--- src/rtl/srec_pkg.sv ---
// Shared types for the scalar recoding unit.
package srec_pkg;

    // Recoding selection; the encoding is visible on the mode port.
    typedef enum logic [1:0] {
        RM_BIN  = 2'd0,
        RM_NAF2 = 2'd1,
        RM_NAF3 = 2'd2,
        RM_NAF4 = 2'd3
    } rmode_e;

    // Widest digit window the encoder looks at.
    localparam int WIN_MAX = 4;

    // Window width for a mode; binary consumes one bit per digit.
    function automatic logic [2:0] window_of(rmode_e m);
        case (m)
            RM_NAF2: return 3'd2;
            RM_NAF3: return 3'd3;
            RM_NAF4: return 3'd4;
            default: return 3'd1;
        endcase
    endfunction

endpackage

--- src/rtl/srec_fetch.sv ---
// Scalar word fetcher.
// Issues one read at a time to a memory with one-cycle read latency,
// walking the word addresses upward or downward. Assumes start is only
// raised while no run is active.
module srec_fetch #(
    parameter int NUM_WORDS = 8,
    parameter int ADDR_W    = 3
) (
    input  logic              clk,
    input  logic              rst_n,
    input  logic              start,
    input  logic              descending,
    input  logic              want,
    output logic              rd_en,
    output logic [ADDR_W-1:0] rd_addr,
    output logic              arrive,
    output logic              drained
);
    localparam int CNT_W = $clog2(NUM_WORDS + 1);

    logic [ADDR_W-1:0] idx_q;
    logic [CNT_W-1:0]  left_q;
    logic              inflight_q;

    assign rd_en   = want && (left_q != '0) && !inflight_q;
    assign rd_addr = descending ? (ADDR_W'(NUM_WORDS - 1) - idx_q) : idx_q;
    assign arrive  = inflight_q;
    assign drained = (left_q == '0) && !inflight_q;

    // Track the next word index, the words still to read and the read in flight.
    always_ff @(posedge clk) begin
        if (!rst_n) begin
            idx_q      <= '0;
            left_q     <= '0;
            inflight_q <= 1'b0;
        end else if (start) begin
            idx_q      <= '0;
            left_q     <= CNT_W'(NUM_WORDS);
            inflight_q <= 1'b0;
        end else begin
            inflight_q <= rd_en;
            if (rd_en) begin
                idx_q  <= idx_q + ADDR_W'(1);
                left_q <= left_q - CNT_W'(1);
            end
        end
    end

    assert_read_gap_R3: assert property (@(posedge clk) disable iff (!rst_n)
        rd_en |=> !rd_en);

endmodule

--- src/rtl/srec_window.sv ---
// Bit window over the scalar.
// Holds up to two words of unconsumed scalar bits, least significant
// at bit 0. A consumed group shifts out while a fetched word is appended
// above the bits that remain. Once the scalar is exhausted, zeros shift in.
module srec_window #(
    parameter int WORD_W = 32,
    parameter int LOW_W  = 4
) (
    input  logic                            clk,
    input  logic                            rst_n,
    input  logic                            clear,
    input  logic                            shift_en,
    input  logic [2:0]                      shift_amt,
    input  logic                            load_en,
    input  logic [WORD_W-1:0]               load_word,
    output logic [LOW_W-1:0]                low_bits,
    output logic [$clog2(2*WORD_W+1)-1:0]   fill
);
    localparam int BUF_W  = 2 * WORD_W;
    localparam int FILL_W = $clog2(BUF_W + 1);

    logic [BUF_W-1:0]  buf_q, shifted, appended;
    logic [FILL_W-1:0] fill_q, kept_fill;

    // Remove the consumed bits and place any arriving word above the rest.
    always_comb begin
        if (shift_en) begin
            shifted   = buf_q >> shift_amt;
            kept_fill = (fill_q >= FILL_W'(shift_amt)) ? (fill_q - FILL_W'(shift_amt)) : '0;
        end else begin
            shifted   = buf_q;
            kept_fill = fill_q;
        end
        appended = load_en ? (BUF_W'(load_word) << kept_fill) : '0;
    end

    // Register the window contents and how many valid bits it holds.
    always_ff @(posedge clk) begin
        if (!rst_n || clear) begin
            buf_q  <= '0;
            fill_q <= '0;
        end else begin
            buf_q  <= shifted | appended;
            fill_q <= kept_fill + (load_en ? FILL_W'(WORD_W) : '0);
        end
    end

    assign low_bits = buf_q[LOW_W-1:0];
    assign fill     = fill_q;

    assert_fill_bound_R3: assert property (@(posedge clk) disable iff (!rst_n)
        fill_q <= FILL_W'(BUF_W));

endmodule

--- src/rtl/srec_digit_enc.sv ---
// Digit encoder.
// From the lowest window bits and the incoming carry, forms the next digit,
// how many bit positions it consumes and the carry it leaves. The signed
// modes take the odd residue modulo 2^w in the symmetric range; an even
// position gives a zero digit and passes the carry up one bit.
module srec_digit_enc
    import srec_pkg::*;
(
    input  rmode_e             mode,
    input  logic [WIN_MAX-1:0] bits,
    input  logic               carry_in,
    output logic               neg,
    output logic [2:0]         mag,
    output logic [2:0]         step,
    output logic               carry_out
);
    logic [2:0] lam;
    logic [4:0] full, half, sum, resid;

    // Combinational digit selection for the active mode.
    always_comb begin
        lam       = window_of(mode);
        full      = 5'd1 << lam;
        half      = full >> 1;
        sum       = {1'b0, bits} + {4'b0000, carry_in};
        resid     = sum & (full - 5'd1);
        neg       = 1'b0;
        mag       = 3'd0;
        step      = 3'd1;
        carry_out = 1'b0;
        if (mode == RM_BIN) begin
            mag = {2'b00, bits[0]};
        end else if (!resid[0]) begin
            carry_out = bits[0] & carry_in;
        end else begin
            step = lam;
            if (resid >= half) begin
                neg       = 1'b1;
                mag       = 3'(full - resid);
                carry_out = 1'b1;
            end else begin
                mag = 3'(resid);
            end
        end
    end

endmodule

--- src/rtl/srec_recoder.sv ---
// Scalar recoding unit, top level.
// Reads the scalar word by word and hands out one signed digit per request.
// Binary goes most-significant first; the signed window modes go
// least-significant first and add one extra top position for the final carry.
// Assumes the memory returns data the cycle after a read strobe.
module srec_recoder
    import srec_pkg::*;
#(
    parameter  int KEY_BITS  = 256,
    parameter  int WORD_W    = 32,
    localparam int NUM_WORDS = KEY_BITS / WORD_W,
    localparam int ADDR_W    = (NUM_WORDS > 1) ? $clog2(NUM_WORDS) : 1
) (
    input  logic              clk,
    input  logic              rst_n,
    input  logic              start,
    input  logic [1:0]        mode,
    output logic              busy,
    output logic              word_rd,
    output logic [ADDR_W-1:0] word_addr,
    input  logic [WORD_W-1:0] word_data,
    input  logic              next_digit,
    output logic              digit_valid,
    output logic              digit_neg,
    output logic [2:0]        digit_mag,
    output logic              digit_last
);
    localparam int FILL_W = $clog2(2 * WORD_W + 1);
    localparam int POS_W  = $clog2(KEY_BITS + 2);

    rmode_e            mode_q;
    logic              busy_q, carry_q, req_q;
    logic [1:0]        zrun_q;
    logic [POS_W-1:0]  pos_q;
    logic              dv_q, neg_q, last_q;
    logic [2:0]        mag_q;

    logic [2:0]        lam, need;
    logic [3:0]        half_lim;
    logic              begin_run, bits_ready, emit, at_end, shift_en;
    logic              arrive, drained, want;
    logic [FILL_W-1:0] fill;
    logic [WIN_MAX-1:0] low_bits;
    logic [WORD_W-1:0] word_rev, load_word;
    logic              enc_neg, enc_carry;
    logic [2:0]        enc_mag, enc_step;
    logic [POS_W-1:0]  last_pos;

    assign lam        = window_of(mode_q);
    assign need       = (mode_q == RM_BIN) ? 3'd1 : lam;
    assign half_lim   = 4'd1 << (lam - 3'd1);
    assign begin_run  = start && !busy_q;
    assign want       = busy_q && (fill <= FILL_W'(WORD_W));
    assign bits_ready = drained || (fill >= FILL_W'(need));
    assign emit       = busy_q && req_q && ((zrun_q != 2'd0) || bits_ready);
    assign last_pos   = (mode_q == RM_BIN) ? POS_W'(KEY_BITS - 1) : POS_W'(KEY_BITS);
    assign at_end     = (pos_q == last_pos);
    assign shift_en   = emit && (zrun_q == 2'd0);

    // Binary runs most-significant first, so each word enters the window reversed.
    for (genvar b = 0; b < WORD_W; b++) begin : g_rev
        assign word_rev[b] = word_data[WORD_W-1-b];
    end
    assign load_word = (mode_q == RM_BIN) ? word_rev : word_data;

    srec_fetch #(.NUM_WORDS(NUM_WORDS), .ADDR_W(ADDR_W)) u_fetch (
        .clk(clk), .rst_n(rst_n), .start(begin_run),
        .descending(mode_q == RM_BIN), .want(want),
        .rd_en(word_rd), .rd_addr(word_addr), .arrive(arrive), .drained(drained)
    );

    srec_window #(.WORD_W(WORD_W), .LOW_W(WIN_MAX)) u_window (
        .clk(clk), .rst_n(rst_n), .clear(begin_run),
        .shift_en(shift_en), .shift_amt(enc_step),
        .load_en(arrive), .load_word(load_word),
        .low_bits(low_bits), .fill(fill)
    );

    srec_digit_enc u_enc (
        .mode(mode_q), .bits(low_bits), .carry_in(carry_q),
        .neg(enc_neg), .mag(enc_mag), .step(enc_step), .carry_out(enc_carry)
    );

    // Run control: latch the mode, accept requests, emit digits and run the zero gaps.
    always_ff @(posedge clk) begin
        if (!rst_n) begin
            busy_q  <= 1'b0;
            mode_q  <= RM_BIN;
            carry_q <= 1'b0;
            zrun_q  <= 2'd0;
            pos_q   <= '0;
            req_q   <= 1'b0;
            dv_q    <= 1'b0;
            neg_q   <= 1'b0;
            mag_q   <= 3'd0;
            last_q  <= 1'b0;
        end else begin
            dv_q   <= emit;
            last_q <= emit && at_end;
            if (begin_run) begin
                busy_q  <= 1'b1;
                mode_q  <= rmode_e'(mode);
                carry_q <= 1'b0;
                zrun_q  <= 2'd0;
                pos_q   <= '0;
                req_q   <= 1'b0;
            end else if (busy_q) begin
                if (emit) begin
                    req_q <= 1'b0;
                    pos_q <= pos_q + POS_W'(1);
                    if (at_end) busy_q <= 1'b0;
                    if (zrun_q != 2'd0) begin
                        zrun_q <= zrun_q - 2'd1;
                        neg_q  <= 1'b0;
                        mag_q  <= 3'd0;
                    end else begin
                        neg_q   <= enc_neg;
                        mag_q   <= enc_mag;
                        carry_q <= enc_carry;
                        if (enc_mag != 3'd0 && mode_q != RM_BIN)
                            zrun_q <= 2'(lam - 3'd1);
                    end
                end else if (next_digit && !req_q) begin
                    req_q <= 1'b1;
                end
            end
        end
    end

    assign busy        = busy_q;
    assign digit_valid = dv_q;
    assign digit_neg   = neg_q;
    assign digit_mag   = mag_q;
    assign digit_last  = last_q;

    assert_bin_digit_R4: assert property (@(posedge clk) disable iff (!rst_n)
        digit_valid && mode_q == RM_BIN |-> !digit_neg && digit_mag <= 3'd1);

    assert_odd_bounded_R6: assert property (@(posedge clk) disable iff (!rst_n)
        digit_valid && mode_q != RM_BIN && digit_mag != 3'd0
            |-> digit_mag[0] && ({1'b0, digit_mag} < half_lim));

    assert_zero_gap_R7: assert property (@(posedge clk) disable iff (!rst_n)
        digit_valid && digit_mag != 3'd0 |-> $past(zrun_q) == 2'd0);

    assert_requested_R10: assert property (@(posedge clk) disable iff (!rst_n)
        digit_valid |-> $past(req_q));

    assert_last_idle_R11: assert property (@(posedge clk) disable iff (!rst_n)
        digit_last |-> digit_valid && !busy);

endmodule

--- config.mk ---
export PLATFORM = sky130hd
export DESIGN_NAME = srec_recoder
export DESIGN_NICKNAME = d
export VERILOG_FILES = /design/src/rtl/srec_pkg.sv /design/src/rtl/srec_fetch.sv /design/src/rtl/srec_window.sv /design/src/rtl/srec_digit_enc.sv /design/src/rtl/srec_recoder.sv
export SDC_FILE = /design/constraint.sdc
export NUM_CORES = 1
export LEC_CHECK = 0
export BUFFER_PORTS_ARGS = -buffer_cell sky130_fd_sc_hd__buf_2
export CAP_MARGIN = 40
export CORE_MARGIN = 2
export CORE_UTILIZATION = 35
export CTS_BUF_LIST = sky130_fd_sc_hd__clkbuf_2 sky130_fd_sc_hd__clkbuf_4 sky130_fd_sc_hd__clkbuf_8
export DETAILED_ROUTE_END_ITERATION = 10
export PLACE_DENSITY = 0.56
export REMOVE_ABC_BUFFERS = 1
export SYNTH_ARGS = -nofsm -noshare
export SYNTH_HDL_FRONTEND = slang
export SYNTH_HIERARCHICAL = 1
export SYNTH_SLANG_ARGS = --single-unit
--- constraint.sdc ---
create_clock -name clk -period 8.6 [get_ports clk]
set_input_delay 0.43 -clock clk [delete_from_list [all_inputs] [get_ports clk]]
set_output_delay 0.43 -clock clk [all_outputs]
set_load 0.05 [all_outputs]
==> results of run 1 <==
[flip-flops by register name (all words and copies together), names as in the netlist, 2 cells and up]
name            count
u_window/fill       7
u_fetch/idx_q       3
digit_mag           3
u_window/buf_q     64
mode_q              2
pos_q               9
u_fetch/left_q      4
zrun_q              2
[through the flow]
stage | setup slack [ns] | hold WS, ns | TNS, ns
6_report | 1.96 | 0.268 | 0
5_1_grt | 1.52 | 0.297 | 0
4_1_cts | 2.11 | 0.256 | 0
2_1_floorplan | -2.95 | 0.455 | -164.82
3_3_place_gp | 2.36 | 0.455 | 0
3_5_place_dp | 2.15 | 0.465 | 0
[critical path, cell delays in order (launching register included)]
cell	delay (ns)
dfxtp_1	0.50
inv_1	0.17
ha_2	0.49
or2_2	0.43
ha_1	0.28
nor2b_1	0.04
o2111a_1	0.53
nor2_4	0.35
nand2b_1	0.28
o31ai_1	0.86
o21a_2	0.69
buf_4	0.35
o211ai_1	0.21
a32oi_1	0.40
mux2i_1	0.38
a22oi_1	0.38
o21ai_0	0.13
[kinds of logic (layout without fill, tap and decap cells)]
logic type / count (synthesis) / after routing / share of synthesized area (%)
compound gates: 547 / 547 / 32.8
xor+xnor: 11 / 11 / 0.847
fa+ha+maj: 29 / 29 / 3.32
buf+inv: 171 / 137 / 6.93
flops: 101 / 101 / 17.8
mux: 131 / 131 / 16.8
simple gates: 507 / 507 / 21.5
[power groups by stage]
| stage | clock network (mW) | logic, mW | registers (mW) |
|---|---|---|---|
| 2_1_floorplan | 0 | 0.305 | 0.495 |
| 3_3_place_gp | 0 | 0.451 | 0.497 |
| 3_5_place_dp | 0 | 0.451 | 0.498 |
| 4_1_cts | 0.376 | 0.454 | 0.487 |
| 5_1_grt | 0.392 | 0.496 | 0.489 |
| 6_report | 0.369 | 0.468 | 0.487 |
[layout make-up]
| cell class | instances | area (µm²) | area share, % |
|---|---|---|---|
| tap | 442 | 553 | 4.57 |
| inverter | 39 | 146 | 1.21 |
| clock buffer | 11 | 151 | 1.25 |
| clock inverter | 5 | 82.6 | 0.682 |
| sequential | 101 | 2020 | 16.7 |
| timing repair buffer | 82 | 513 | 4.24 |
| multi-input combinational | 1225 | 8630 | 71.3 |
[path summary, 6_finish.rpt]
kind / endpoint / depth (start not counted)
worst min-delay path: mode_q[0] / 3
worst max register to register: u_window/buf_q[29] / 16
worst min register to register: digit_neg / 2
worst max-delay path: u_window/buf_q[29] / 16
[routing by layer]
metal  global-route usage, %  up-vias  routed length [µm]
li1                        -     5617                   -
met1                    37.7     5970               19900
met2                    39.8      714               19600
met3                    4.31      114                4020
met4                    11.6        0                1970
met5                       0        -                   0
[synth_stat cells, types with 8 or more instances]
cell type	number	share of area [%]
mux2i_1	48	4.2
o31ai_1	15	0.99
a221oi_1	8	0.62
inv_1	39	1.3
dfxtp_1	101	18
mux2_2	39	3.9
nand2b_1	10	0.55
xor2_1	9	0.69
nor2_1	120	4.0
a211o_1	11	0.85
o221ai_1	8	0.62
o22ai_1	11	0.61
a311oi_1	11	0.85
a21oi_1	153	6.7
nand2_1	189	6.2
mux4_2	44	8.7
and2_1	17	0.93
o211ai_1	32	2.1
o21ai_0	84	3.7
nand3_1	48	2.1
a22oi_1	16	1.1
clkbuf_1	54	1.8
nor3_1	24	1.1
a31oi_1	32	1.8
buf_1	27	0.89
buf_2	32	1.4
nor2b_1	20	1.1
nand4_1	10	0.55
ha_1	27	3.0
a211oi_1	54	3.6
buf_4	12	0.79
a32oi_1	8	0.62
==> results.yml, run 1 <==
route:
  viasPerCell: 6.52
  ant_nets: 0
  first_pass_iters: 7
  drtIter0Drc: 1668
  drc_errors: 0
  finalWirelength_mm: 45.5
  vias: 12415
  avgRoutedWirePerCell_um: 23.9
placed_design:
  port_buffers: 48
  routabilityCongestion: 1.00
  dp.cells: 1889
  hpwl_mm: 33.7
  postPlaceCellArea_um2: 11900
run:
  maxCapViolCount: 0
critical_path:
  cp_data_required_time_ns: 8.86
  start_kind: "register"
  r2r_slack_ns: 1.96
  cp.arrival_ns: 6.90
  path_class: "register to register"
  critPathLaunch: "mode_q[0]"
  r2r_start: "mode_q[0]"
  crit_fanout: 40
  cp-end-kind: "register"
cts:
  clock-sinks: 101
  cts.clk_slew.worst_paths_ns: 0.11
  root_buffer: "clkbuf_8"
  cts.path.max_buffers: 2
  ctsHoldBuffers: 0
  cts_tree: "built"
  numCtsBuffers: 9
  clk_latency_ns: 0.40
  ctsHtreeMaxLevel: 3
  ctsResizeCount: 0
  post_cts_buffers: 0
logic_synthesis:
  syn_area_per_cell_um2: 7.60
  synth_cells: 1497
  synth_edf_count: 0
  syn_area_um2: 11400
  yosysSeqAreaShare_pct: 17.8
  yosys_warnings: 6
  synth_cell_type_count: 99
  async_reset_ff_share_pct: 0
  yosys_register_bits: 101
  synth_ff_type: "dfxtp_1"
die:
  ios: 49
  die_area_um2: 34000
  row_count: 66
  die_h_um: 184
  die_w_um: 184
  start_util_pct: 35.2
  core_area_um2: 32300
layout:
  mostFrequentLayoutCells: "nand2_1 (189), a21oi_1 (152), nor2_1 (118), dfxtp_1 (101), o21ai_0 (84)"
  fin_cells: 1905
  antenna_cells: 0
  fin_nets: 1525
  finish.instance_area_um2: 12100
  fin_util_pct: 37.5
  fillers: 3368
  drive_gt1_share_pct: 16.9
  layout_commonest_cell: "nand2_1"
  syn_to_final_growth_pct: 6.38
sta:
  max_slew_margin_pct: 37.8
  fin_skew_ns: 0.0173
  rsz0062_at_grt: "no"
  setup_violations: 0
  fmax_mhz: 151
  finalCritPeriodShare_pct: 77.2
  tightest_slew_ns: 0.925
  hold_viol: 0
  report.final.slew_viol_count: 0
  period_needed_ns: 6.64
pwr:
  seq_power_share_pct: 36.8
  p_clk_share_pct: 27.9
  total_power_mw: 1.32
  netSwitchingFraction_pct: 38.5
  p_per_area_nw_per_um2: 109
  p_switching_uw: 510
  leakagePower_nw: 4.19
  p_comb_share_pct: 35.3
  internal_power_uw: 814
  ir_drop_v: 0.0000580
global_routing:
  grt_pass1_wl_mm: 69.6
  grt_max_degree: 93
  gr-total-overflow: 0
  antenna_found_initial: 0
  grt_pass1_vias: 11228
  track_usage_pct: 26.6
min_path:
  hold_path_class: "primary input to register"
  hp-start: "mode[0]"
status:
  status: "finished, final reports clean"
Power figures use the tool's default switching activity.
==> run 2: changes to the inputs <==
- clock period: 8.6 -> 6.15 ns (I/O delays scaled with it)
==> results.yml, run 2 (same netlist as run 1, synthesis figures left out) <==
sta:
  tightest_slew_ns: 0.913
  finalCritPeriodShare_pct: 90.1
  hold_ws_ns: 0.127
  fin_skew_ns: 0.0166
  max_slew_margin_pct: 39.0
  rsz0062_at_grt: "no"
  hold_viol: 0
  period_needed_ns: 5.54
  setup_violations: 0
  report.final.slew_viol_count: 0
  fmax_mhz: 180
placed_design:
  dp.cells: 1905
  port_buffers: 48
  routabilityCongestion: 1.03
  hpwl_mm: 34.6
pwr:
  seq_power_share_pct: 36.5
  p_per_area_nw_per_um2: 153
  p_switching_uw: 731
  p_comb_share_pct: 36.4
  netSwitchingFraction_pct: 39.1
  p_clk_share_pct: 27.1
  leakagePower_nw: 4.25
  ir_drop_v: 0.0000762
  internal_power_mw: 1.14
critical_path:
  worst_r2r_endpoint: "u_window/buf_q[62]"
  r2r_slack_ns: 0.61
  endpoint: "u_window/buf_q[62]"
  cp-end-kind: "register"
  r2r_cells: 16
  start_kind: "register"
  cp_data_required_time_ns: 6.40
  path_class: "register to register"
  cp.arrival_ns: 5.80
  crit_fanout: 14
  critPathLaunch: "mode_q[0]"
  r2r_start: "mode_q[0]"
die:
  start_util_pct: 35.2
  core_area_um2: 32300
  die_area_um2: 34000
  ios: 49
  die_w_um: 184
  row_count: 66
  die_h_um: 184
cts:
  clock-sinks: 101
  root_buffer: "clkbuf_8"
  ctsHtreeMaxLevel: 3
  cts_tree: "built"
  ctsResizeCount: 0
  numCtsBuffers: 9
  cts.path.max_buffers: 2
  ctsHoldBuffers: 0
  post_cts_buffers: 0
  cts.clk_slew.worst_paths_ns: 0.11
  clk_latency_ns: 0.41
global_routing:
  grt_pass1_wl_mm: 70.4
  grt_max_degree: 78
  track_usage_pct: 27.0
  gr-total-overflow: 0
  grt_pass1_vias: 11322
  antenna_found_initial: 0
route:
  drc_errors: 0
  finalWirelength_mm: 46.2
  viasPerCell: 6.46
  avgRoutedWirePerCell_um: 24.1
  ant_nets: 0
  vias: 12407
  drtIter0Drc: 1619
  first_pass_iters: 8
layout:
  mostFrequentLayoutCells: "nand2_1 (189), a21oi_1 (152), nor2_1 (118), dfxtp_1 (101), o21ai_0 (84)"
  reg.largest.list: "u_window/buf_q (64), pos_q (9), u_window/fill (7)"
  largest_reg_flops: 64
  layout_commonest_cell: "nand2_1"
  fin_cells: 1921
  antenna_cells: 0
  fin_nets: 1541
  syn_to_final_growth_pct: 7.22
  regMostFlops: "u_window/buf_q"
  drive_gt1_share_pct: 17.8
min_path:
  hold_path_class: "primary input to register"
run:
  maxCapViolCount: 0
status:
  status: "finished, final reports clean"
run 2: metrics by stage:
step / power, mW / area [µm²] / util, % / worst slack, ns / TNS [ns]
finish: 1.87 / 12200 / 37.8 / 0.607 / 0
global route: 1.94 / 12200 / 37.8 / 0.360 / 0
CTS: 1.86 / 12200 / 37.8 / 0.687 / 0
detailed placement: 1.35 / 12000 / 37.1 / 0.738 / 0
global placement: 1.35 / 12000 / 37.0 / 0.661 / 0
floorplan: 1.12 / 10700 / - / -5.40 / -339.02
run 2: cell type report:
cell class              instances  area (µm²)
inverters                      39         146
clock inverters                 5        83.8
well taps                     442         553
flip-flops and latches        101        2020
fillers                      3432       20100
repair buffers                 98         613
multi-input cells            1225        8630
clock buffers                  11         145
run 2: worst min-delay path by stage:
stage,from,endpoint,slack (ns),depth (start not counted)
floorplan,rst_n,busy,0.45,2
global placement,digit_neg,digit_neg,0.45,2
detailed placement,digit_neg,digit_neg,0.45,2
CTS,mode[1],mode_q[1],0.11,3
global route,mode[1],mode_q[1],0.15,3
finish,mode[1],mode_q[1],0.13,3
run 2: per-layer routing:
metal | vias up | routed length [µm] | global-route usage (%)
met2 | 642 | 20500 | 41.6
met4 | 0 | 2470 | 14.1
met3 | 148 | 3760 | 3.83
met1 | 5969 | 19500 | 36.6
li1 | 5648 | - | -
met5 | - | 0 | 0
run 2: worst max-delay path, stage by stage, from the launching register on:
cell and delay (ns):
dfxtp_1 0.48, inv_1 0.16, ha_2 0.21, or2_2 0.30
ha_1 0.28, nor2b_1 0.04, o2111a_1 0.27, nor2_4 0.29
nand2b_1 0.28, nor3_2 0.76, buf_4 0.36, a21oi_1 0.12
a21oi_1 0.41, mux4_2 0.44, o211ai_1 0.13, a311oi_1 0.67
a31oi_1 0.19
run 2: power groups by stage:
stage               logic (mW)  registers, mW  clock network, mW
finish                   0.681          0.682              0.507
global placement         0.657          0.696                  0
global route             0.717          0.684              0.539
detailed placement       0.655          0.697                  0
CTS                      0.659          0.682              0.519
floorplan                0.426          0.692                  0
==> run 3: changes to the inputs <==
- REMOVE_ABC_BUFFERS: 1 -> not set
- SYNTH_HIERARCHICAL: 1 -> not set
==> results.yml, run 3 <==
critical_path:
  crit_chain: "inv_1 > ha_2 > nor2_2 > nand2_2 > ha_1 > a21oi_1 > and3_1 > nor2_1 > mux2i_4 > buf_4 > mux2i_1 > mux2i_1 > mux2i_1 > nor2_1 > a211oi_1 > o311a_1"
  cp-end-kind: "register"
  crit_family: "multiplexers"
  r2r_cells: 16
  critPathMaxStageDelay_ns: 0.73
  cp_data_required_time_ns: 6.49
  worst_r2r_endpoint: "u_window.buf_q[60]"
  cp.arrival_ns: 5.80
  crit_fanout: 23
  r2r_slack_ns: 0.69
  crit_slowest_cell: "a211oi_1"
  r2r_start: "mode_q[1]"
  start_kind: "register"
  path_class: "register to register"
  worst-path-buf-inv: 2
  critPathMostFrequentCell: "mux2i_1"
placed_design:
  port_buffers: 48
  hpwl_mm: 26.2
  postPlaceCellArea_um2: 10200
  routabilityCongestion: 0.980
route:
  wl_met3_mm: 2.75
  viasPerCell: 6.13
  drtIter0Drc: 1045
  wl_met1_mm: 15.8
  ant_nets: 0
  drc_errors: 0
  first_pass_iters: 7
  vias: 9443
  wl_met2_mm: 15.4
  avgRoutedWirePerCell_um: 22.8
  dr.max_layer_used: "met4"
  finalWirelength_mm: 35.1
logic_synthesis:
  syn_area_um2: 9600
  ys_top_cells_by_area: "mux2i_1 (25%), dfxtp_1 (21%), nand2_1 (5.0%)"
  syn_area_per_cell_um2: 8.03
  ys_top_cells_by_count: "mux2i_1 (241), nand2_1 (129), nor2_1 (102)"
  synth_edf_count: 0
  synth_cells: 1196
  synth_ff_type: "dfxtp_1"
  yosysSeqAreaShare_pct: 21.1
  synth_most_common_cell: "mux2i_1"
  yosys_warnings: 0
  synth_cell_type_count: 85
  yosys_register_bits: 101
  yosysTopAreaCellShare_pct: 25.1
  syn_nets: 1258
  synth_top_area_cell: "mux2i_1"
  async_reset_ff_share_pct: 0
layout:
  multiInputGateArea_um2: 7150
  fin_nets: 1257
  syn_to_final_growth_pct: 7.83
  seqCellArea_um2: 2020
  reg.largest.list: "u_window.buf_q (64), pos_q (9), u_window.fill (7)"
  fillers: 2754
  regMostFlops: "u_window.buf_q"
  finish.instance_area_um2: 10400
  largest_reg_flops: 64
  layout_commonest_cell: "mux2i_1"
  antenna_cells: 0
  drive_gt1_share_pct: 12.7
  mostFrequentLayoutCells: "mux2i_1 (240), nand2_1 (126), nor2_1 (101), dfxtp_1 (101), a21oi_1 (69)"
min_path:
  hold_path_class: "primary input to register"
  hold_depth: 3
  whs_endpoint: "mode_q[1]"
  hp-start: "mode[1]"
global_routing:
  grt_pass1_wl_mm: 54.4
  grt_max_degree: 88
  grt_pass1_vias: 8970
  antenna_found_initial: 0
  track_usage_pct: 24.3
  gr-total-overflow: 0
cts:
  post_cts_buffers: 0
  clock-sinks: 101
  root_buffer: "clkbuf_8"
  clk_latency_ns: 0.40
  ctsHoldBuffers: 0
  cts.clk_slew.worst_paths_ns: 0.11
  cts_tree: "built"
  ctsHtreeMaxLevel: 3
  cts.path.max_buffers: 2
  ctsResizeCount: 0
  numCtsBuffers: 9
sta:
  period_needed_ns: 5.46
  setup_violations: 0
  hold_ws_ns: 0.132
  fin_skew_ns: 0.0162
  tightest_slew_ns: 0.914
  fmax_mhz: 183
  tns_ns: 0
  rsz0062_at_grt: "no"
  hold_viol: 0
  max_slew_margin_pct: 39.0
  report.final.slew_viol_count: 0
  finalCritPeriodShare_pct: 88.8
die:
  die_area_um2: 28800
  ios: 49
  row_count: 60
  start_util_pct: 35.6
  core_area_um2: 27000
  die_w_um: 170
  die_h_um: 170
pwr:
  leakagePower_nw: 4.43
  ir_drop_v: 0.0000941
  p_per_area_nw_per_um2: 155
run:
  maxCapViolCount: 0
status:
  status: "finished, final reports clean"
## run 3: cell types whose count changed after synthesis, sizes merged, moves of 13 or more
cell    previous run  this run
a211oi            58        12
mux4              44         9
a21oi            153        71
o21ai             88        67
nor2b             20         2
mux2i             48       245
inv               39        23
buf               77        34
mux2              39        22
o211ai            34        21
nand2            192       130
nor2             123       104
and2              18         5
a31oi             32         7
## run 3: cell families (layout without fill, tap and decap cells)
| logic type | count (synthesis) | after routing | synth area share [%] |
|---|---|---|---|
| and+or+nand+nor | 363 | 363 | 16.9 |
| AOI/OAI and AO/OA | 297 | 297 | 21.0 |
| muxes | 276 | 276 | 30.6 |
| buffers and inverters | 112 | 116 | 5.06 |
| DFF | 101 | 101 | 21.1 |
| adders and majority gates | 24 | 24 | 3.28 |
| xor gates and xnor gates | 23 | 23 | 2.10 |
## run 3: worst max path at each step
| stage | start | endpoint | slack [ns] | depth (start not counted) |
|---|---|---|---|---|
| floorplan | mode_q[0] | u_window.buf_q[33] | 0.87 | 22 |
| global placement | mode_q[1] | u_window.buf_q[52] | 0.95 | 15 |
| detailed placement | mode_q[1] | u_window.buf_q[54] | 0.92 | 16 |
| CTS | mode_q[1] | u_window.buf_q[60] | 0.89 | 16 |
| global route | mode_q[0] | u_window.buf_q[60] | 0.43 | 16 |
| finish | mode_q[1] | u_window.buf_q[60] | 0.69 | 16 |
## run 3: layout make-up
class / count / share of cell area, %
multi-input cells: 983 / 69.1
flip-flops and latches: 101 / 19.5
repair buffers: 76 / 4.54
well taps: 341 / 4.12
clock buffers: 9 / 1.20
inverters: 24 / 0.870
clock inverters: 7 / 0.640
## run 3: power breakdown
part | switching [mW] | internal, mW | total, mW | leakage (nW)
combinational | 0.325 | 0.166 | 0.491 | 3.52
sequential | 0.0112 | 0.664 | 0.676 | 0.815
clock | 0.285 | 0.158 | 0.442 | 0.0978
total | 0.621 | 0.989 | 1.61 | 4.43
## run 3: metal layers
layer	GRT usage, %	up-vias
li1	-	4455
met1	34.1	4492
met2	37.3	430
met3	4.38	66
met4	8.55	0
met5	0	-
## run 3: stage by stage
stage               total power [mW]  util [%]  worst slack (ns)  instances
detailed placement              1.17      37.7             0.923       1525
floorplan                       1.01         -             0.872       1196
finish                          1.61      38.4             0.686       1541
global placement                1.17      37.6             0.949       1523
global route                    1.67      38.4             0.430       1541
CTS                             1.61      38.4             0.887       1541
## run 3: tightest hold or removal path, delay by kind of cell
| kind | cells | cell delay [ns] |
|---|---|---|
| buf+inv | 1 | 0.07 |
| simple gates | 1 | 0.07 |
| mux | 1 | 0.05 |
